`config.mk`:
```
export PLATFORM = sky130hd
export DESIGN_NAME = strided_link_engine
export DESIGN_NICKNAME = d
export VERILOG_FILES = /design/src/rtl/strided_link_pkg.sv /design/src/rtl/sl_addr_gen.sv /design/src/rtl/sl_serializer.sv /design/src/rtl/sl_deserializer.sv /design/src/rtl/strided_link_engine.sv
export SDC_FILE = /design/constraint.sdc
export NUM_CORES = 1
export LEC_CHECK = 0
export CORE_ASPECT_RATIO = 1.5
export CORE_MARGIN = 5
export CORE_UTILIZATION = 50
export DETAILED_ROUTE_END_ITERATION = 10
export PLACE_DENSITY = 0.76
export SETUP_SLACK_MARGIN = 0.5
export SYNTH_ARGS = -nofsm -noshare
export SYNTH_HDL_FRONTEND = slang
export SYNTH_SLANG_ARGS = --single-unit
```
`constraint.sdc`:
```
create_clock -name clk -period 6.5 [get_ports clk]
set_input_delay 1.95 -clock clk [delete_from_list [all_inputs] [get_ports clk]]
set_output_delay 1.95 -clock clk [all_outputs]
set_load 0.05 [all_outputs]
```
`src/rtl/strided_link_pkg.sv`:
```
package strided_link_pkg;
  localparam int WORD_W     = 32;
  localparam int FRAME_BITS = WORD_W + 2;
  localparam int FCNT_W     = $clog2(FRAME_BITS + 1);

  typedef enum logic [2:0] {
    ST_IDLE, ST_WAIT_RDY, ST_FETCH, ST_LOAD, ST_WAIT_ACK, ST_RECV, ST_WRITE
  } eng_state_t;

  localparam logic [2:0] SEL_BASE   = 3'd0;
  localparam logic [2:0] SEL_STRIDE = 3'd1;
  localparam logic [2:0] SEL_BLOCKS = 3'd2;
  localparam logic [2:0] SEL_LEN    = 3'd3;
  localparam logic [2:0] SEL_CTRL   = 3'd4;

  function automatic logic word_parity(input logic [WORD_W-1:0] w);
    return ^w;
  endfunction

  // Frame as shifted out from bit 0: start, data LSB first, parity.
  function automatic logic [FRAME_BITS-1:0] build_frame(input logic [WORD_W-1:0] w);
    return {word_parity(w), w, 1'b1};
  endfunction

  function automatic logic [31:0] strided_addr(input logic [31:0] base, input logic [31:0] stride,
                                               input logic [31:0] blk, input logic [31:0] wrd);
    return base + blk * stride + wrd;
  endfunction
endpackage

```
`src/rtl/sl_addr_gen.sv`:
```
module sl_addr_gen #(
  parameter int AW = 16,
  parameter int CW = 16
) (
  input  logic          clk,
  input  logic          rst_n,
  input  logic          load,
  input  logic [AW-1:0] base_i,
  input  logic [AW-1:0] stride_i,
  input  logic [CW-1:0] blocks_i,
  input  logic [CW-1:0] len_i,
  input  logic          step,
  output logic [AW-1:0] addr_o,
  output logic          last_o
);
  logic [AW-1:0] blk_base_q, stride_q;
  logic [CW-1:0] wrd_q, blk_q, len_q, blocks_q;
  logic          blk_end;

  assign blk_end = (wrd_q == len_q - CW'(1));
  assign last_o  = blk_end && (blk_q == blocks_q - CW'(1));
  assign addr_o  = blk_base_q + AW'(wrd_q);

  always_ff @(posedge clk) begin
    if (!rst_n) begin
      blk_base_q <= '0;
      stride_q   <= '0;
      wrd_q      <= '0;
      blk_q      <= '0;
      len_q      <= '0;
      blocks_q   <= '0;
    end else if (load) begin
      blk_base_q <= base_i;
      stride_q   <= stride_i;
      wrd_q      <= '0;
      blk_q      <= '0;
      len_q      <= len_i;
      blocks_q   <= blocks_i;
    end else if (step) begin
      if (blk_end) begin
        wrd_q      <= '0;
        blk_q      <= blk_q + CW'(1);
        blk_base_q <= blk_base_q + stride_q;
      end else begin
        wrd_q <= wrd_q + CW'(1);
      end
    end
  end


  addr_contig_chk: assert property (@(posedge clk) disable iff (!rst_n)
    step && !load && !blk_end |=> addr_o == $past(addr_o) + AW'(1));

  addr_load_chk: assert property (@(posedge clk) disable iff (!rst_n)
    load |=> addr_o == $past(base_i));
endmodule

```
`src/rtl/sl_serializer.sv`:
```
module sl_serializer
  import strided_link_pkg::*;
(
  input  logic              clk,
  input  logic              rst_n,
  input  logic              load,
  input  logic [WORD_W-1:0] word_i,
  output logic              tx_o,
  output logic              busy_o
);
  logic [FRAME_BITS-1:0] sh_q;
  logic [FCNT_W-1:0]     cnt_q;
  logic                  tx_q;

  assign tx_o   = tx_q;
  assign busy_o = (cnt_q != '0);

  always_ff @(posedge clk) begin
    if (!rst_n) begin
      sh_q  <= '0;
      cnt_q <= '0;
      tx_q  <= 1'b0;
    end else if (cnt_q != '0) begin
      tx_q  <= sh_q[0];
      sh_q  <= sh_q >> 1;
      cnt_q <= cnt_q - FCNT_W'(1);
    end else begin
      tx_q <= 1'b0;
      if (load) begin
        sh_q  <= build_frame(word_i);
        cnt_q <= FCNT_W'(FRAME_BITS);
      end
    end
  end


  tx_idle_chk: assert property (@(posedge clk) disable iff (!rst_n)
    !busy_o |=> !tx_o);

  tx_start_chk: assert property (@(posedge clk) disable iff (!rst_n)
    load && !busy_o |=> ##1 tx_o);
endmodule

```
`src/rtl/sl_deserializer.sv`:
```
module sl_deserializer
  import strided_link_pkg::*;
(
  input  logic              clk,
  input  logic              rst_n,
  input  logic              en,
  input  logic              rx_i,
  output logic              busy_o,
  output logic              valid_o,
  output logic [WORD_W-1:0] word_o,
  output logic              perr_o
);
  logic [WORD_W-1:0] sh_q;
  logic [FCNT_W-1:0] cnt_q;
  logic              valid_q, perr_q;

  assign busy_o  = (cnt_q != '0);
  assign valid_o = valid_q;
  assign word_o  = sh_q;
  assign perr_o  = perr_q;

  always_ff @(posedge clk) begin
    if (!rst_n) begin
      sh_q    <= '0;
      cnt_q   <= '0;
      valid_q <= 1'b0;
      perr_q  <= 1'b0;
    end else begin
      valid_q <= 1'b0;
      if (cnt_q == '0) begin
        if (en && rx_i) cnt_q <= FCNT_W'(FRAME_BITS - 1);
      end else if (cnt_q == FCNT_W'(1)) begin
        valid_q <= 1'b1;
        perr_q  <= rx_i ^ word_parity(sh_q);
        cnt_q   <= '0;
      end else begin
        sh_q  <= {rx_i, sh_q[WORD_W-1:1]};
        cnt_q <= cnt_q - FCNT_W'(1);
      end
    end
  end


  one_valid_chk: assert property (@(posedge clk) disable iff (!rst_n)
    valid_o |=> !valid_o);
endmodule

```
`src/rtl/strided_link_engine.sv`:
```
module strided_link_engine
  import strided_link_pkg::*;
#(
  parameter int AW = 16,
  parameter int CW = 16
) (
  input  logic          clk,
  input  logic          rst_n,
  input  logic          cfg_we,
  input  logic [2:0]    cfg_sel,
  input  logic [31:0]   cfg_wdata,
  output logic          busy_o,
  output logic          done_o,
  output logic          par_err_o,
  output logic          mem_req_o,
  output logic          mem_we_o,
  output logic [AW-1:0] mem_addr_o,
  output logic [31:0]   mem_wdata_o,
  input  logic [31:0]   mem_rdata_i,
  output logic          link_tx_o,
  input  logic          link_rx_i,
  output logic          link_rdy_o,
  input  logic          link_rdy_i,
  output logic          link_ack_o,
  input  logic          link_ack_i
);
  eng_state_t st_q;
  logic [AW-1:0] base_q, stride_q;
  logic [CW-1:0] blocks_q, len_q;
  logic          rx_mode_q, done_q, perr_q, ack_got_q;
  logic [WORD_W-1:0] wbuf_q;

  // Named internal events
  logic start_wr, start_acc, cfg_empty, ack_seen;
  logic ag_step, ag_last, ser_load, ser_busy;
  logic des_busy, des_valid, des_perr;
  logic [AW-1:0]     ag_addr;
  logic [WORD_W-1:0] des_word;

  assign start_wr  = cfg_we && (cfg_sel == SEL_CTRL) && cfg_wdata[0];
  assign start_acc = start_wr && (st_q == ST_IDLE);
  assign cfg_empty = (blocks_q == '0) || (len_q == '0);
  assign ack_seen  = ack_got_q || link_ack_i;
  assign ser_load  = (st_q == ST_LOAD);
  assign ag_step   = ((st_q == ST_WAIT_ACK) && ack_seen && !ser_busy) || (st_q == ST_WRITE);

  assign busy_o      = (st_q != ST_IDLE);
  assign done_o      = done_q;
  assign par_err_o   = perr_q;
  assign mem_req_o   = (st_q == ST_FETCH) || (st_q == ST_WRITE);
  assign mem_we_o    = (st_q == ST_WRITE);
  assign mem_addr_o  = ag_addr;
  assign mem_wdata_o = wbuf_q;
  assign link_rdy_o  = (st_q == ST_RECV) && !des_busy && !des_valid;
  assign link_ack_o  = (st_q == ST_WRITE);

  always_ff @(posedge clk) begin
    if (!rst_n) begin
      base_q   <= '0;
      stride_q <= '0;
      blocks_q <= '0;
      len_q    <= '0;
    end else if (cfg_we) begin
      case (cfg_sel)
        SEL_BASE:   base_q   <= cfg_wdata[AW-1:0];
        SEL_STRIDE: stride_q <= cfg_wdata[AW-1:0];
        SEL_BLOCKS: blocks_q <= cfg_wdata[CW-1:0];
        SEL_LEN:    len_q    <= cfg_wdata[CW-1:0];
        default: ;
      endcase
    end
  end

  always_ff @(posedge clk) begin
    if (!rst_n) begin
      st_q      <= ST_IDLE;
      rx_mode_q <= 1'b0;
      done_q    <= 1'b0;
      perr_q    <= 1'b0;
      ack_got_q <= 1'b0;
      wbuf_q    <= '0;
    end else begin
      case (st_q)
        ST_IDLE: if (start_acc) begin
          rx_mode_q <= cfg_wdata[1];
          perr_q    <= 1'b0;
          done_q    <= cfg_empty;
          if (!cfg_empty) st_q <= cfg_wdata[1] ? ST_RECV : ST_WAIT_RDY;
        end
        ST_WAIT_RDY: if (link_rdy_i) st_q <= ST_FETCH;
        ST_FETCH:    st_q <= ST_LOAD;
        ST_LOAD: begin
          ack_got_q <= 1'b0;
          st_q      <= ST_WAIT_ACK;
        end
        ST_WAIT_ACK: begin
          if (link_ack_i) ack_got_q <= 1'b1;
          if (ack_seen && !ser_busy) begin
            ack_got_q <= 1'b0;
            if (ag_last) begin
              done_q <= 1'b1;
              st_q   <= ST_IDLE;
            end else begin
              st_q <= ST_WAIT_RDY;
            end
          end
        end
        ST_RECV: if (des_valid) begin
          wbuf_q <= des_word;
          if (des_perr) perr_q <= 1'b1;
          st_q <= ST_WRITE;
        end
        ST_WRITE: begin
          if (ag_last) begin
            done_q <= 1'b1;
            st_q   <= ST_IDLE;
          end else begin
            st_q <= ST_RECV;
          end
        end
        default: st_q <= ST_IDLE;
      endcase
    end
  end

  sl_addr_gen #(.AW(AW), .CW(CW)) addr_i (
    .clk(clk), .rst_n(rst_n), .load(start_acc),
    .base_i(base_q), .stride_i(stride_q), .blocks_i(blocks_q), .len_i(len_q),
    .step(ag_step), .addr_o(ag_addr), .last_o(ag_last)
  );

  sl_serializer ser_i (
    .clk(clk), .rst_n(rst_n), .load(ser_load), .word_i(mem_rdata_i),
    .tx_o(link_tx_o), .busy_o(ser_busy)
  );

  sl_deserializer des_i (
    .clk(clk), .rst_n(rst_n), .en(st_q == ST_RECV), .rx_i(link_rx_i),
    .busy_o(des_busy), .valid_o(des_valid), .word_o(des_word), .perr_o(des_perr)
  );


  start_busy_chk: assert property (@(posedge clk) disable iff (!rst_n)
    start_acc && !cfg_empty |=> busy_o && !done_o);

  launch_after_rdy_chk: assert property (@(posedge clk) disable iff (!rst_n)
    ser_load |-> $past(link_rdy_i, 2));

  no_fetch_before_ack_chk: assert property (@(posedge clk) disable iff (!rst_n)
    (st_q == ST_WAIT_ACK) && !ack_seen |=> !mem_req_o);

  rdy_only_rx_chk: assert property (@(posedge clk) disable iff (!rst_n)
    link_rdy_o |-> rx_mode_q && busy_o);

  write_only_rx_chk: assert property (@(posedge clk) disable iff (!rst_n)
    mem_req_o && mem_we_o |-> rx_mode_q);

  done_busy_excl_chk: assert property (@(posedge clk) disable iff (!rst_n)
    !(done_o && busy_o));

  empty_done_chk: assert property (@(posedge clk) disable iff (!rst_n)
    start_acc && cfg_empty |=> done_o && !busy_o && !mem_req_o);

  busy_start_chk: assert property (@(posedge clk) disable iff (!rst_n)
    start_wr && busy_o |=> $stable(rx_mode_q));

  perr_sticky_chk: assert property (@(posedge clk) disable iff (!rst_n)
    par_err_o && !start_acc |=> par_err_o);
endmodule

```
# [Yosys cells after proc, flatten, opt, wreduce, memory -nomap -nowiden]
# Index checks and enable logic that the tools add are counted.
# Widths: inputs -> output; s select.
[classes] n_reduce_logical=50 bitwise=4 n_mux=32 n_eq_ne=21 add_sub_neg=8
[ops] op="$mux 33" count=2
[ops] op="$mux 16" count=4
[ops] op="$reduce_xor 32->1" count=2
[ops] op="$add 16x1->16 const B" count=2
[ops] op="$add 16x16->16" count=2
[ops] op="$eq 16x16->1" count=2
[ops] op="$logic_not 16->1" count=2
[ops] op="$sub 16x1->16 const B" count=2
[ops] op="$mux 6" count=5
[ops] op="$reduce_and 2->1" count=11
[ops] op="$mux 3" count=7
[ops] op="$pmux 3 s7" count=1
[ops] op="$eq 3x2->1 const B" count=4
[ops] op="$eq 3x3->1 const B" count=4
[ops] op="$reduce_bool 6->1" count=2
[ops] op="$sub 6x1->6 const B" count=2
[ops] op="$logic_and 1x1->1" count=10
[ops] op="$mux 1" count=10
[ops] op="$ne 2x2->1 const B" count=5
[ops] op="$reduce_bool 2->1" count=5
[ops] op="$eq 3x1->1 const B" count=2
[ops] op="$eq 6x1->1 const B" count=1
[ops] op="$logic_not 3->1" count=2
[ops] op="$logic_not 6->1" count=1
[ops] op="other kinds (13)" count=25
[totals] word_cells=138 ff_bits=279

# [Depth between registers and ports, before layout]
# Gate-level depths: netlist of the first run.
[depth] ltp_word=6 ltp_mapped=12 depth_no_buf=11

# [Cells and area by module]
# From an unflattened synthesis of the first run, not the netlist that was laid out.
[unflattened] hier_cells=1688 area_unflattened_um2=14168.6
[modules_own_cells] mod="sl_addr_gen" area_per_inst_um2=6372.4 n_inst=1 cells_per_inst=771
[modules_own_cells] mod="strided_link_engine" area_per_inst_um2=3887.5 n_inst=1 cells_per_inst=486
[modules_own_cells] mod="sl_serializer" area_per_inst_um2=2128.3 n_inst=1 cells_per_inst=217
[modules_own_cells] mod="sl_deserializer" area_per_inst_um2=1780.5 n_inst=1 cells_per_inst=214

# [Worst setup path before layout of the first run]
# No wires, ideal clock.
[synth_path] path_kind="register to output" startpoint="reg addr_i.wrd_q[0]" endpoint="out mem_addr_o[12]" arrival_time_ns=2.770 setup_slack_ns=1.780 stages_incl_launch_ff=11 cell_sequence="dfxtp_1 -> ha_1 -> inv_1 -> fa_1 -> nor2b_1 -> o21a_1 -> o21ai_0 -> a21oi_1 -> o2111ai_1 -> a31oi_1 -> xor2_1"
[synth_via] elab_chain_cells=1
[synth_lines] element="start: declaration" line_no="sl_addr_gen.sv:17" rtl="logic [CW-1:0] wrd_q, blk_q, len_q, blocks_q;"
[synth_lines] element="start signal: assignment" line_no="sl_addr_gen.sv:45" rtl="wrd_q <= wrd_q + CW'(1);"
[synth_lines] element="$add 16x16->16" line_no="sl_addr_gen.sv:22" rtl="assign addr_o = blk_base_q + AW'(wrd_q);"
[synth_lines] element="end: declaration" line_no="strided_link_engine.sv:17" rtl="output logic [AW-1:0] mem_addr_o,"
# No other way between the ends.

# [Final worst setup path of the first run]
[layout_path] startpoint="reg addr_i.wrd_q[0]" endpoint="out mem_addr_o[10]"
# The elaborated chain is that of the path after synthesis.

==> impl_metrics.py, run 1 <==
metrics = {
    "route": {
        "dr.pass1.iters": 5,
        "vias": 12017,
        "drc": 0,
        "vias_per_cell": 5.600,
        "wl_per_cell_um": 15.93,
        "ant_nets": 0,
        "routed_wl_mm": 34.18,
        "first_iter_violations": 540,
    },
    "die": {
        "core_um2": 27220,
        "die_w_um": 145.7,
        "chipHeight_um": 213.5,
        "start_util": 0.5072,
        "io_pins": 129,
        "num_rows": 74,
        "dieArea_um2": 31110,
    },
    "placed_design": {
        "pre_cts_ws_ps": 1007,
        "post-dp-hpwl_mm": 24.80,
        "place_area_um2": 15040,
        "gp_congestion": 0.9313,
        "io_buffers": 112,
    },
    "logic_synthesis": {
        "synth.area.mux_share": 0.03752,
        "synth-edff-count": 0,
        "synth_simple_gate_area_frac": 0.2377,
        "synthTopCellsByArea": "dfxtp_1 40%, nand2_1 11%, a21oi_1 8.1%, xnor2_1 6.1%, ha_1 3.4%",
        "ys_types": 73,
        "synth.most_common_cell": "nand2_1",
        "synth_compound_area_frac": 0.1543,
        "dominantRegCellSynth": "dfxtp_1",
        "synthArstFlopShare": 0,
        "synth_top_family_by_area": "simple AND/OR/NAND/NOR gates",
        "yosysTopAreaCell": "dfxtp_1",
        "ys_warn_count": 0,
        "synth-seq-cells": 279,
        "synthesis.area_um2": 13810,
        "syn_nets": 1853,
        "yosys.area.top_type_share": 0.4045,
        "yosysSeqAreaShare": 0.4045,
        "synth-adder-area-share": 0.03734,
        "netlist_instances": 1740,
        "avgSynthCellArea_um2": 7.935,
        "synth_xor_area_frac": 0.09071,
        "synth.top_cells.by_count": "408 x nand2_1, 279 x dfxtp_1, 224 x a21oi_1, 112 x nor2_1, 96 x xnor2_1",
    },
    "layout": {
        "stdcell_area_um2": 15910,
        "areaGrowthSynthToFinish_pct": 15.21,
        "fillers": 2505,
        "diodes": 0,
        "top_register": "ser_i.sh_q",
        "finalNetCount": 1898,
        "largest_reg_flops": 34,
        "drive_above_1_share": 0.04435,
    },
    "clock_tree": {
        "clock-root-buffer": "clkbuf_16",
        "h-tree-depth": 1,
        "clkTransAtPathRegs_ps": 60,
        "post-cts-setup-buffer-count": 0,
        "clk_path_buf_depth": 3,
        "cts_tree": "built",
        "hold_buffers": 0,
        "clock_sinks": 279,
        "clkLatencyLatePin_ps": 560,
        "cts_buffers": 27,
    },
    "critical_path": {
        "cp.buffers_inverters": 2,
        "worstSetupEndpoint": "mem_addr_o[10]",
        "worstSetupEndpointType": "output pin",
        "r2r-start": "addr_i.len_q[0]$_SDFFE_PN0P_",
        "worstPathRequired_ps": 4550,
        "slowest_stage": "clkdlybuf4s50_1",
        "worstPathArrival_ps": 3680,
        "start_kind": "flip-flop",
        "critical_path_peak_fanout": 7,
        "r2r_end": "addr_i.blk_base_q[12]$_SDFFE_PN0P_",
        "crit_family": "buffers and inverters",
        "path_class": "flip-flop to output pin",
        "r2r_slack_ps": 2610,
        "cpPeakStageDelay_ps": 810,
        "startpoint": "addr_i.wrd_q[0]$_SDFFE_PP0P_",
        "critical_path_cell_count": 11,
        "path_cells": "ha_1 -> inv_1 -> fa_1 -> nor2b_1 -> o21a_1 -> o21ai_0 -> a21oi_1 -> o2111ai_1 -> nand3b_1 -> xor2_1 -> clkdlybuf4s50_1",
        "r2r_cells": 10,
    },
    "sta": {
        "setup_viol": 0,
        "slew_violations": 0,
        "setup_ws_ps": 870.5,
        "worst_slew_pin_slew_ps": 1275,
        "hold_ws_ps": 449.2,
        "fin_tns_setup_ps": 0,
        "relSlewSlack": 0.1466,
        "rsz0062_at_grt": "no",
        "fin_skew_ps": 18.88,
        "max_freq_mhz": 177.6,
        "post-route-min-period_ps": 5630,
        "finalCritPeriodShare": 0.8661,
        "hold_viol": 0,
    },
    "global_routing": {
        "antenna_found_initial": 0,
        "grt_pass1_wl_mm": 56.83,
        "grt_overflow": 0,
        "grt_pass1_vias": 11777,
        "grt_max_degree": 143,
        "grtUsageTotal": 0.2145,
    },
    "pwr": {
        "power_per_cell_area_nw_per_um2": 276.6,
        "ir_drop_mv": 0.2797,
        "p_leak_uw": 0.005855,
        "power_uw": 4400,
    },
    "hold_path": {
        "hp-class": "flip-flop to flip-flop",
    },
    "status": {
        "outcome": "finished clean",
    },
    "flow_run": {
        "cap_violations": 0,
    },
}
==> per-stage QoR <==
| step | instances | utilization |
|---|---|---|
| after floorplan | 1740 | - |
| after global placement | 2098 | 0.5527 |
| after detailed placement | 2098 | 0.5527 |
| after CTS | 2146 | 0.5844 |
| after global routing | 2146 | 0.5843 |
| final | 2146 | 0.5843 |
==> worst register-to-register path, cell delays in order, from the launching register on <==
cell     delay (ps)
dfxtp_1         360
inv_1            80
ha_1            240
or4b_4          540
or4b_1          500
and3_1          180
o31ai_2         290
nor3b_4         410
nand3_4         370
or4b_1          640
a31oi_1         180
==> power breakdown <==
part,leakage (uW),total [uW],internal [uW],switching [uW]
Clock,0.000424,1530,847,687
Sequential,0.00226,1970,1860,106
Combinational,0.00317,898,348,550
==> per-layer routing <==
| layer | routed length (um) | track usage |
|---|---|---|
| met3 | 1577 | 0.03087 |
| met2 | 18080 | 0.4110 |
| met5 | 0 | 0 |
| met4 | 1342 | 0.09398 |
| met1 | 13180 | 0.2337 |
==> cell usage in the layout, fill, tap and decap left out, types with 36 or more instances in the layout <==
cell             instances
ha_1                    38
dfxtp_1                279
a211oi_1                36
a21oi_1                224
nor2_1                 111
xor2_1                  47
nand2_1                408
nand3_1                 41
mux2i_1                 45
clkdlybuf4s50_1        110
xnor2_1                 96
==> cells by family (layout without fill, tap and decap cells) <==
group | after synthesis | after routing
mux | 50 | 50
buf+inv | 136 | 200
fa+ha+maj | 40 | 40
compound gates | 362 | 362
xor+xnor | 143 | 143
simple gates | 730 | 730
flops | 279 | 279
==> worst min-delay path by stage <==
stage,start,to,slack (ps),cells after the start
floorplan,base_q[15]$_SDFFE_PN0P_,base_q[15]$_SDFFE_PN0P_,430,2
global placement,stride_q[4]$_SDFFE_PN0P_,addr_i.stride_q[4]$_SDFFE_PN0P_,440,2
detailed placement,stride_q[7]$_SDFFE_PN0P_,addr_i.stride_q[7]$_SDFFE_PN0P_,440,2
CTS,stride_q[7]$_SDFFE_PN0P_,addr_i.stride_q[7]$_SDFFE_PN0P_,450,2
global route,stride_q[4]$_SDFFE_PN0P_,addr_i.stride_q[4]$_SDFFE_PN0P_,470,2
finish,stride_q[4]$_SDFFE_PN0P_,addr_i.stride_q[4]$_SDFFE_PN0P_,450,2
==> final cells by class <==
| cell class | count | area [um^2] | area share |
|---|---|---|---|
| multi-input cells | 1325 | 7720 | 0.4853 |
| clock buffers | 33 | 728.2 | 0.04578 |
| inverters | 34 | 132.6 | 0.008338 |
| well taps | 342 | 427.9 | 0.02690 |
| repair buffers | 118 | 1176 | 0.07394 |
| clock inverters | 15 | 136.4 | 0.008574 |
| flip-flops and latches | 279 | 5585 | 0.3511 |
==> timing repair <==
action                                  4_1_cts  5_1_grt
endpoints found under the setup margin        1        2
cloned                                        0        0
gates resized for setup                       1        3
(Power assumes the default switching activity.)
==> inputs of run 2 (changes only) <==
--- a/constraint.sdc
+++ b/constraint.sdc
@@ -3,2 +3,2 @@
 set_output_delay 1.95 -clock clk [all_outputs]
-set_load 0.05 [all_outputs]
+set_load 0.005 [all_outputs]
==> run 2 against run 1 <==
Via count rose by 0.51%. Critical endpoint is now mem_addr_o[14]. Combinational power decreased by 1%. Final cell count is essentially flat. Non-clock buffer count is the same.
==> impl_metrics.py, run 2 (synthesis gave the netlist of run 1 again) <==
metrics = {
    "status": {
        "outcome": "finished clean",
    },
    "critical_path": {
        "cpPeakStageDelay_ps": 680,
        "r2r-start": "addr_i.len_q[0]$_SDFFE_PN0P_",
        "path_cells": "ha_1 -> inv_1 -> fa_1 -> nor2b_1 -> o21a_1 -> o21ai_1 -> a21oi_1 -> o2111ai_1 -> a31oi_1 -> or4b_2 -> nand3_1 -> clkdlybuf4s50_1",
        "slowest_stage": "or4b_2",
        "critical_path_peak_fanout": 7,
        "worstPathRequired_ps": 4550,
        "start_kind": "flip-flop",
        "worstSetupEndpointType": "output pin",
        "path_class": "flip-flop to output pin",
        "startpoint": "addr_i.wrd_q[0]$_SDFFE_PP0P_",
        "worstPathArrival_ps": 3770,
    },
    "clock_tree": {
        "clock_sinks": 279,
        "cts_resized": 0,
        "hold_buffers": 0,
        "post-cts-setup-buffer-count": 0,
        "clkTransAtPathRegs_ps": 70,
        "cts_tree": "built",
        "cts_buffers": 26,
        "clock-root-buffer": "clkbuf_16",
        "clkLatencyLatePin_ps": 550,
        "h-tree-depth": 1,
        "clk_path_buf_depth": 3,
    },
    "placed_design": {
        "pre_cts_ws_ps": 1301,
        "post-dp-hpwl_mm": 24.78,
        "io_buffers": 112,
        "gp_congestion": 0.9165,
    },
    "global_routing": {
        "grt_overflow": 0,
        "grt_pass1_vias": 11560,
        "grt_max_degree": 142,
        "grt_pass1_wl_mm": 56.26,
        "antenna_found_initial": 0,
        "grtUsageTotal": 0.2144,
    },
    "layout": {
        "fin_util": 0.5849,
        "diodes": 0,
        "layout_common_cells": "408 x nand2_1, 279 x dfxtp_1, 224 x a21oi_1, 112 x clkdlybuf4s50_1, 111 x nor2_1",
        "largest_reg_flops": 34,
        "areaGrowthSynthToFinish_pct": 15.32,
        "drive_above_1_share": 0.04326,
        "fillers": 2531,
        "final_common_cell": "nand2_1",
        "seqCellArea_um2": 5585,
        "multi_input_comb_area_um2": 7720,
        "top_register": "ser_i.sh_q",
        "finalNetCount": 1897,
    },
    "pwr": {
        "switching_share": 0.2970,
        "p_leak_uw": 0.005848,
        "comb_power_share": 0.200,
        "ir_drop_mv": 0.2325,
        "power_per_cell_area_nw_per_um2": 277.3,
        "clkPwrFrac": 0.354,
        "intPower_uw": 3105,
        "power_frac_seq": 0.445,
        "p_sw_uw": 1311,
    },
    "sta": {
        "fin_tns_setup_ps": 0,
        "slew_violations": 0,
        "hold_ws_ps": 450.1,
        "fin_skew_ps": 14.00,
        "hold_viol": 0,
        "setup_viol": 0,
        "max_freq_mhz": 174.9,
        "post-route-min-period_ps": 5717,
        "worst_slew_pin_slew_ps": 1327,
        "rsz0062_at_grt": "no",
        "relSlewSlack": 0.1120,
        "setup_ws_ps": 783.3,
        "finalCritPeriodShare": 0.8795,
    },
    "die": {
        "io_pins": 129,
        "die_w_um": 145.7,
        "core_um2": 27220,
        "chipHeight_um": 213.5,
        "dieArea_um2": 31110,
        "start_util": 0.5072,
        "num_rows": 74,
    },
    "route": {
        "vias_per_cell": 5.631,
        "first_iter_violations": 494,
        "routed_wl_mm": 34.53,
        "vias": 12078,
        "drc": 0,
        "ant_nets": 0,
        "wl_per_cell_um": 16.10,
        "dr.pass1.iters": 5,
    },
    "hold_path": {
        "min_from": "stride_q[5]$_SDFFE_PN0P_",
        "hp-class": "flip-flop to flip-flop",
    },
    "flow_run": {
        "cap_violations": 0,
    },
}
-- run 2: cell count changes in the layout (fill, tap and decap cells not counted), moves of 2 or more --
cell	before	now
clkinv_4	2	0
clkinvlp_4	3	1
bufinv_16	1	3
clkinv_8	0	2
clkdlybuf4s50_1	110	112
clkinv_2	7	9
-- run 2: stage by stage --
step	cells	total power [uW]	area, um^2
CTS	2145	4454	15920
global placement	2098	2864	15040
global route	2145	4640	15920
floorplan	1740	2668	13810
detailed placement	2098	2892	15040
finish	2145	4416	15920
-- run 2: worst max-delay path, delay by kind of cell, from the launching register on --
kind	cells	cell delay, ps
AOI/OAI and AO/OA	5	950
adders and majority gates	2	460
buffers and inverters	2	570
DFF	1	400
and+or+nand+nor	3	850
-- run 2: final timing paths --
check	end	depth (start not counted)	slack [ps]
min reg2reg	addr_i.stride_q[5]$_SDFFE_PN0P_	2	450
max	mem_addr_o[14]	12	780
min	addr_i.stride_q[5]$_SDFFE_PN0P_	2	450
max reg2reg	addr_i.blk_base_q[12]$_SDFFE_PN0P_	10	2630
-- run 2: per-layer routing --
| layer | GRT usage | share of wire | up-vias |
|---|---|---|---|
| met5 | 0 | 0 | - |
| met4 | 0.09623 | 0.041 | 0 |
| met3 | 0.03298 | 0.046 | 78 |
| met2 | 0.4184 | 0.54 | 285 |
| met1 | 0.2249 | 0.38 | 5650 |
| li1 | - | - | 6065 |
-- run 2: power by group through the flow --
stage,logic (uW),registers (uW),clock network (uW)
6_report,885,1970,1560
5_1_grt,996,1990,1660
4_1_cts,896,1970,1590
3_5_place_dp,890,2000,0
3_3_place_gp,868,2000,0
2_1_floorplan,699,1970,0
-- run 2: layout make-up --
type                            instances  area share
Clock buffer                           32     0.04416
Clock inverter                         15     0.01100
Inverter                               34    0.008329
Multi-Input combinational cell       1325      0.4848
Sequential cell                       279      0.3508
Tap cell                              342     0.02687
Timing Repair Buffer                  118     0.07402
==> inputs of run 3 (changes only) <==
- TNS_END_PERCENT: unset -> 20
==> results of run 3 <==
No change in the layout: final DEF, timing and power equal those of run 2.
